==> src/rtl/mrd_pkg.sv <==
package mrd_pkg;
  localparam int unsigned MRD_ADDR_W        = 16;
  localparam int unsigned MRD_REGION_BITS   = 3;
  localparam int unsigned MRD_PAGE_BITS     = 10;
  localparam int unsigned MRD_EXP_FIRST     = 1;
  localparam int unsigned MRD_EXP_PAGES     = 3;

  typedef enum logic {
    ROUTE_ONBOARD  = 1'b0,
    ROUTE_EXTERNAL = 1'b1
  } route_mode_e;
endpackage

==> src/rtl/mrd_reset_sync.sv <==
module mrd_reset_sync #(
  parameter int unsigned STAGES = 2
) (
  input  logic clk,
  input  logic rst_n,
  output logic rst_sync_n_o
);
  logic [STAGES-1:0] sync_q;
  logic [STAGES-1:0] sync_d;

  always_comb begin
    sync_d = {sync_q[STAGES-2:0], 1'b1};
  end

  always_ff @(posedge clk or negedge rst_n) begin
    if (!rst_n) sync_q <= '0;
    else        sync_q <= sync_d;
  end

  assign rst_sync_n_o = sync_q[STAGES-1];
endmodule

==> src/rtl/mrd_mode_reg.sv <==
module mrd_mode_reg
  import mrd_pkg::*;
(
  input  logic        clk,
  input  logic        rst_sync_n_i,
  input  logic        we_i,
  input  logic        wdata_i,
  output route_mode_e mode_o
);
  route_mode_e mode_q;
  route_mode_e mode_d;

  always_comb begin
    mode_d = mode_q;
    if (we_i) mode_d = route_mode_e'(wdata_i);
  end

  always_ff @(posedge clk or negedge rst_sync_n_i) begin
    if (!rst_sync_n_i) mode_q <= ROUTE_ONBOARD;
    else if (we_i)     mode_q <= mode_d;
  end

  assign mode_o = mode_q;

  // a strobed write lands on the next edge
  assert_mode_write_R7: assert property (@(posedge clk) disable iff (!rst_sync_n_i)
    we_i |=> (mode_q == route_mode_e'($past(wdata_i))));
  // without the strobe the bit holds
  assert_mode_hold_R7: assert property (@(posedge clk) disable iff (!rst_sync_n_i)
    !we_i |=> $stable(mode_q));
endmodule

==> src/rtl/mrd_region_decode.sv <==
module mrd_region_decode #(
  parameter int unsigned REGION_BITS = 3,
  localparam int unsigned NUM_REGIONS = 1 << REGION_BITS
) (
  input  logic [REGION_BITS-1:0] region_i,
  input  logic                   enable_i,
  input  logic                   suppress0_i,
  output logic [NUM_REGIONS-1:0] sel_n_o
);
  logic [NUM_REGIONS-1:0] hit;

  always_comb begin
    hit = '0;
    hit[region_i] = 1'b1;
  end

  for (genvar gi = 0; gi < NUM_REGIONS; gi++) begin : g_region
    if (gi == 0) begin : g_low
      assign sel_n_o[gi] = ~(enable_i & hit[gi] & ~suppress0_i);
    end else begin : g_plain
      assign sel_n_o[gi] = ~(enable_i & hit[gi]);
    end
  end
endmodule

==> src/rtl/mrd_low_decode.sv <==
module mrd_low_decode #(
  parameter int unsigned PAGE_IDX_W = 3,
  parameter int unsigned EXP_FIRST  = 1,
  parameter int unsigned EXP_PAGES  = 3
) (
  input  logic [PAGE_IDX_W-1:0] page_i,
  input  logic                  in_low_i,
  input  logic                  enable_i,
  input  logic                  external_i,
  input  logic                  cpu_phase_i,
  output logic                  lowram_sel_n_o,
  output logic [EXP_PAGES-1:0]  exp_sel_n_o,
  output logic                  redir_sel_n_o
);
  localparam int unsigned EXP_LAST = EXP_FIRST + EXP_PAGES - 1;

  logic in_exp;
  logic onboard_ok;

  always_comb begin
    in_exp     = (int'(page_i) >= int'(EXP_FIRST)) && (int'(page_i) <= int'(EXP_LAST));
    onboard_ok = enable_i & in_low_i & ~external_i;
  end

  assign lowram_sel_n_o = ~(onboard_ok & ~in_exp);
  assign redir_sel_n_o  = ~(enable_i & in_low_i & external_i & cpu_phase_i);

  for (genvar gk = 0; gk < EXP_PAGES; gk++) begin : g_exp
    assign exp_sel_n_o[gk] =
      ~(onboard_ok & cpu_phase_i & (page_i == PAGE_IDX_W'(EXP_FIRST + gk)));
  end
endmodule

==> src/rtl/mem_region_decoder.sv <==
module mem_region_decoder
  import mrd_pkg::*;
#(
  parameter int unsigned ADDR_W      = MRD_ADDR_W,
  parameter int unsigned REGION_BITS = MRD_REGION_BITS,
  parameter int unsigned PAGE_BITS   = MRD_PAGE_BITS,
  parameter int unsigned EXP_FIRST   = MRD_EXP_FIRST,
  parameter int unsigned EXP_PAGES   = MRD_EXP_PAGES,
  localparam int unsigned NUM_REGIONS = 1 << REGION_BITS,
  localparam int unsigned PAGE_IDX_W  = ADDR_W - REGION_BITS - PAGE_BITS
) (
  input  logic                   clk,
  input  logic                   rst_n,
  input  logic [ADDR_W-1:0]      addr_i,
  input  logic                   cpu_phase_i,
  input  logic                   mode_we_i,
  input  logic                   mode_wdata_i,
  output logic [NUM_REGIONS-1:0] region_sel_n_o,
  output logic                   lowram_sel_n_o,
  output logic [EXP_PAGES-1:0]   exp_sel_n_o,
  output logic                   redir_sel_n_o
);
  logic                   rst_ok;
  route_mode_e            mode;
  logic                   external;
  logic [REGION_BITS-1:0] region;
  logic [PAGE_IDX_W-1:0]  page;
  logic                   in_low;
  logic                   unused_addr_bits;

  assign region           = addr_i[ADDR_W-1 -: REGION_BITS];
  assign page             = addr_i[PAGE_BITS +: PAGE_IDX_W];
  assign in_low           = (region == '0);
  assign external         = (mode == ROUTE_EXTERNAL);
  assign unused_addr_bits = ^addr_i[PAGE_BITS-1:0];

  mrd_reset_sync #(.STAGES(2)) u_rst (
    .clk          (clk),
    .rst_n        (rst_n),
    .rst_sync_n_o (rst_ok)
  );

  mrd_mode_reg u_mode (
    .clk          (clk),
    .rst_sync_n_i (rst_ok),
    .we_i         (mode_we_i),
    .wdata_i      (mode_wdata_i),
    .mode_o       (mode)
  );

  mrd_region_decode #(.REGION_BITS(REGION_BITS)) u_region (
    .region_i    (region),
    .enable_i    (rst_ok),
    .suppress0_i (external),
    .sel_n_o     (region_sel_n_o)
  );

  mrd_low_decode #(
    .PAGE_IDX_W (PAGE_IDX_W),
    .EXP_FIRST  (EXP_FIRST),
    .EXP_PAGES  (EXP_PAGES)
  ) u_low (
    .page_i         (page),
    .in_low_i       (in_low),
    .enable_i       (rst_ok),
    .external_i     (external),
    .cpu_phase_i    (cpu_phase_i),
    .lowram_sel_n_o (lowram_sel_n_o),
    .exp_sel_n_o    (exp_sel_n_o),
    .redir_sel_n_o  (redir_sel_n_o)
  );

  // upper regions decode to a single region select
  assert_region_hit_R1: assert property (@(posedge clk) disable iff (!rst_n)
    (rst_ok && !in_low) |-> (!region_sel_n_o[region] && ($countones(~region_sel_n_o) == 1)));
  // lowest region select follows the address in onboard mode
  assert_low_region_R2: assert property (@(posedge clk) disable iff (!rst_n)
    (rst_ok && in_low && !external) |-> !region_sel_n_o[0]);
  // takeover select in processor cycles of the lowest region
  assert_takeover_R5: assert property (@(posedge clk) disable iff (!rst_n)
    (rst_ok && in_low && external && cpu_phase_i) |-> !redir_sel_n_o);
  // external routing keeps all on-board low selects idle
  assert_suppress_R6: assert property (@(posedge clk) disable iff (!rst_n)
    external |-> (region_sel_n_o[0] && lowram_sel_n_o && (&exp_sel_n_o)));
  // nothing selected before the synchronised release
  assert_reset_quiet_R8: assert property (@(posedge clk) disable iff (!rst_n)
    !rst_ok |-> ((&region_sel_n_o) && lowram_sel_n_o && (&exp_sel_n_o) && redir_sel_n_o));
  // one leaf select per processor cycle
  assert_single_leaf_R9: assert property (@(posedge clk) disable iff (!rst_n)
    (rst_ok && cpu_phase_i) |->
      ($countones(~{region_sel_n_o[NUM_REGIONS-1:1], lowram_sel_n_o, exp_sel_n_o, redir_sel_n_o}) == 1));
  // video cycles never reach expansion or external device
  assert_video_quiet_R10: assert property (@(posedge clk) disable iff (!rst_n)
    !cpu_phase_i |-> ((&exp_sel_n_o) && redir_sel_n_o));
endmodule

==> config.mk <==
export PLATFORM = sky130hd
export DESIGN_NAME = mem_region_decoder
export DESIGN_NICKNAME = d
export VERILOG_FILES = /design/src/rtl/mrd_pkg.sv /design/src/rtl/mrd_reset_sync.sv /design/src/rtl/mrd_mode_reg.sv /design/src/rtl/mrd_region_decode.sv /design/src/rtl/mrd_low_decode.sv /design/src/rtl/mem_region_decoder.sv
export SDC_FILE = /design/constraint.sdc
export NUM_CORES = 1
export LEC_CHECK = 0
export BUFFER_PORTS_ARGS = -buffer_cell sky130_fd_sc_hd__buf_2
export CORE_AREA = 2 2 39 41
export CTS_CLUSTER_DIAMETER = 80
export CTS_CLUSTER_SIZE = 10
export DETAILED_ROUTE_END_ITERATION = 16
export DIE_AREA = 0 0 41 43
export GPL_TIMING_DRIVEN = 0
export PLACE_DENSITY_LB_ADDON = 0.3
export SLEW_MARGIN = 5
export SYNTH_ARGS = -nofsm -noshare
export SYNTH_HDL_FRONTEND = slang
export SYNTH_SLANG_ARGS = --single-unit
==> constraint.sdc <==
create_clock -name clk -period 1.29 [get_ports clk]
set_input_delay 0.0645 -clock clk [delete_from_list [all_inputs] [get_ports clk]]
set_output_delay 0.0645 -clock clk [all_outputs]
set_load 0.1 [all_outputs]
==> flow_metrics.tcl <==
set metrics [dict create \
    violations "negative setup slack" \
    hold_ws_ns 0.02314 \
    syn_inst 27 \
    crit_fanout 6 \
    die_y_um 43 \
    nets 82 \
    clkSlewWorstSetupHoldPaths_ns 0.04 \
    syn_nets 48 \
    drt-total-wl_um 789 \
    dp_cells 66 \
    clockRootBuffer "clkbuf_4" \
    cts_max_level 1 \
    clock_latency_ns 0.23 \
    slowest_delay_ns 0.36 \
    end_kind "output pin" \
    ys_async_sr_fraction_pct 100.0 \
    synthDistinctLibCells 14 \
    cts_tree "built" \
    numClockSinks 3 \
    initial_core_util_pct 16.27 \
    finalCritPeriodShare_pct 105.2 \
    rows 14 \
    finalSetupViolCount 5 \
    first_global_vias 271 \
    slew_viol_final 0 \
    drc 0 \
    worstHoldPathCells 2 \
    status "complete, but fails checks" \
    globalRouteTotalUtil_pct 8.459 \
    final_util_pct 44.30 \
    gp_congestion 0.6312 \
    cts.path.max_buffers 2 \
    p_leak_nw 0.2748 \
    crit_arrival_ns 1.29 \
    ir_drop_mv 0.4780 \
    synth_area_leaders "dfrtp_1 (33%), nand3_1 (11%), nor4b_4 (11%)" \
    reg2reg_depth 2 \
    avgSynthCellArea_um2 8.341 \
    die_area_um2 1763 \
    drive_gt1_share_pct 71.67 \
    synth.largest_area_cell "dfrtp_1" \
    drtIter0Drc 0 \
    grt_overflow_total 0 \
    crit_chain "nor4b_4, buf_6, nand4b_1, buf_8" \
    n_antenna_cell 0 \
    core_um2 1384 \
    cp-start-kind "flop" \
    clock.fmax_mhz 736.6 \
    slowest_stage "dfrtp_2" \
    netlist_top_cells_count "nand3_1 (5), nand2_1 (4), dfrtp_1 (3)" \
    syn2layout_area_growth_pct 172.2 \
    vias 328 \
    grt_pass1_wl_um 966 \
    ios 34 \
    ys_seq_elements 3 \
    synth_top_area_share_pct 33.33 \
    numCtsBuffers 3 \
    min_path_type "in -> reg" \
    nFillCells 145 \
    power.density_nw_per_um2 698.3 \
    crit_required_ns 1.23 \
    skew_ns 0.0009819 \
    antenna_left 0 \
    yosysSeqAreaShare_pct 33.33 \
    vias_per_cell 4.316 \
    worstHoldStart "mode_we_i" \
    finalHoldViolCount 0 \
    total_power_mw 0.4281 \
    place_hpwl_um 475.8 \
    setup_slack_ns -0.06761 \
    startpoint "u_rst.sync_q[1]" \
    cap_violations 0 \
    period_minus_slack_ns 1.358 \
    worstSetupPathType "reg -> out" \
    routedWlPerCell_um 10.38 \
    antenna_found_initial 0 \
    fin_cells 76 \
    die_w_um 41 \
    rsz0062_at_grt "true" \
    r2r_start "u_mode.mode_o" \
    place.port_buffers 23 \
    post-synth-top-count-cell "nand3_1" \
    firstDrtPassIters 1 \
    synth_ff_type "dfrtp_1" \
    place_ws_ns -0.04163 \
    synth-edff-count 0 \
    grt_max_degree 7 \
    yosysWarnings 0 \
    synth_area_um2 225.2 \
]
## stage by stage
| stage | cell area [um2] | TNS, ns |
|---|---|---|
| 6_report | 613.1 | -0.2368 |
| 5_1_grt | 613.1 | -0.7435 |
| 4_1_cts | 534.3 | -0.3344 |
| 3_5_place_dp | 370.4 | -0.1291 |
| 3_3_place_gp | 370.4 | -0.2122 |
| 2_1_floorplan | 235.2 | -2.184 |
## cells in the final DEF, fill, tap and decap left out
master / netlist / final
nand3_2: 0 / 3
nand2_4: 0 / 1
nand2_2: 0 / 2
dfrtp_1: 3 / 2
buf_6: 0 / 6
nand3_4: 0 / 1
nor2_1: 2 / 2
buf_4: 0 / 6
buf_8: 0 / 1
nor2b_1: 2 / 1
nand4_1: 2 / 2
dfrtp_2: 0 / 1
nor3b_2: 0 / 1
nand2_1: 4 / 1
nand4b_1: 2 / 2
clkbuf_4: 0 / 3
nor2b_4: 0 / 1
clkbuf_1: 0 / 1
and2b_2: 1 / 1
buf_12: 0 / 5
dlygate4sd3_1: 0 / 1
nor4b_4: 1 / 1
nand3_1: 5 / 1
buf_2: 0 / 10
o211ai_1: 1 / 1
conb_1: 1 / 1
inv_1: 1 / 1
o21ai_0: 1 / 1
## sequential cells by signal, summed over array words and instances, names as in the netlist
| name | cells |
|---|---|
| u_rst.sync_q | 2 |
| u_mode.mode_o | 1 |
## repair_timing
item,in CTS,in global routing
hold buffers,1,0
hold endpoints to repair,2,0
gates resized for setup,31,15
pin swaps,2,2
setup buffers,3,2
setup endpoints to repair,11,6
## layer usage
layer | global-route usage, % | routed length (um) | vias to the layer above
met3 | 1.571 | 28 | 0
met5 | 0 | 0 | -
li1 | - | - | 163
met1 | 7.792 | 264 | 156
met4 | 8.000 | 0 | 0
met2 | 14.06 | 496 | 9
## power by group
group | total [mW] | switching [mW] | internal [mW]
Combinational | 0.156 | 0.0996 | 0.0569
Sequential | 0.107 | 0.00571 | 0.101
Clock | 0.165 | 0.0490 | 0.116
## worst max-delay path: cells and delay by family (launching register included)
| kind | cells | cell delay, ns |
|---|---|---|
| buffers and inverters | 2 | 0.37 |
| DFF | 1 | 0.36 |
| and+or+nand+nor | 2 | 0.33 |
## path summary, 6_finish.rpt
kind                                         to  slack, ns
worst max register to register    u_mode.mode_o       0.50
worst min-delay path              u_mode.mode_o       0.02
max in group asynchronous       u_rst.sync_q[1]       1.02
worst max-delay path             exp_sel_n_o[1]      -0.07
min in group asynchronous       u_rst.sync_q[0]       0.16
worst min register to register    u_mode.mode_o       0.16
## final cells by class
cell class | count | area, um2 | area share, %
repair buffers | 29 | 287.8 | 46.94
multi-input cells | 23 | 198.9 | 32.45
flip-flops and latches | 3 | 76.32 | 12.45
clock buffers | 4 | 26.28 | 4.286
well taps | 16 | 20.02 | 3.265
inverters | 1 | 3.754 | 0.6122
## cells by family after synthesis
logic type / Yosys count / synth area share [%]
compound gates: 2 / 5.555
buf+inv: 1 / 1.665
flops: 3 / 33.33
other cells: 1 / 1.665
simple gates: 20 / 57.78
No activity file was read; power rests on OpenSTA's default activity.
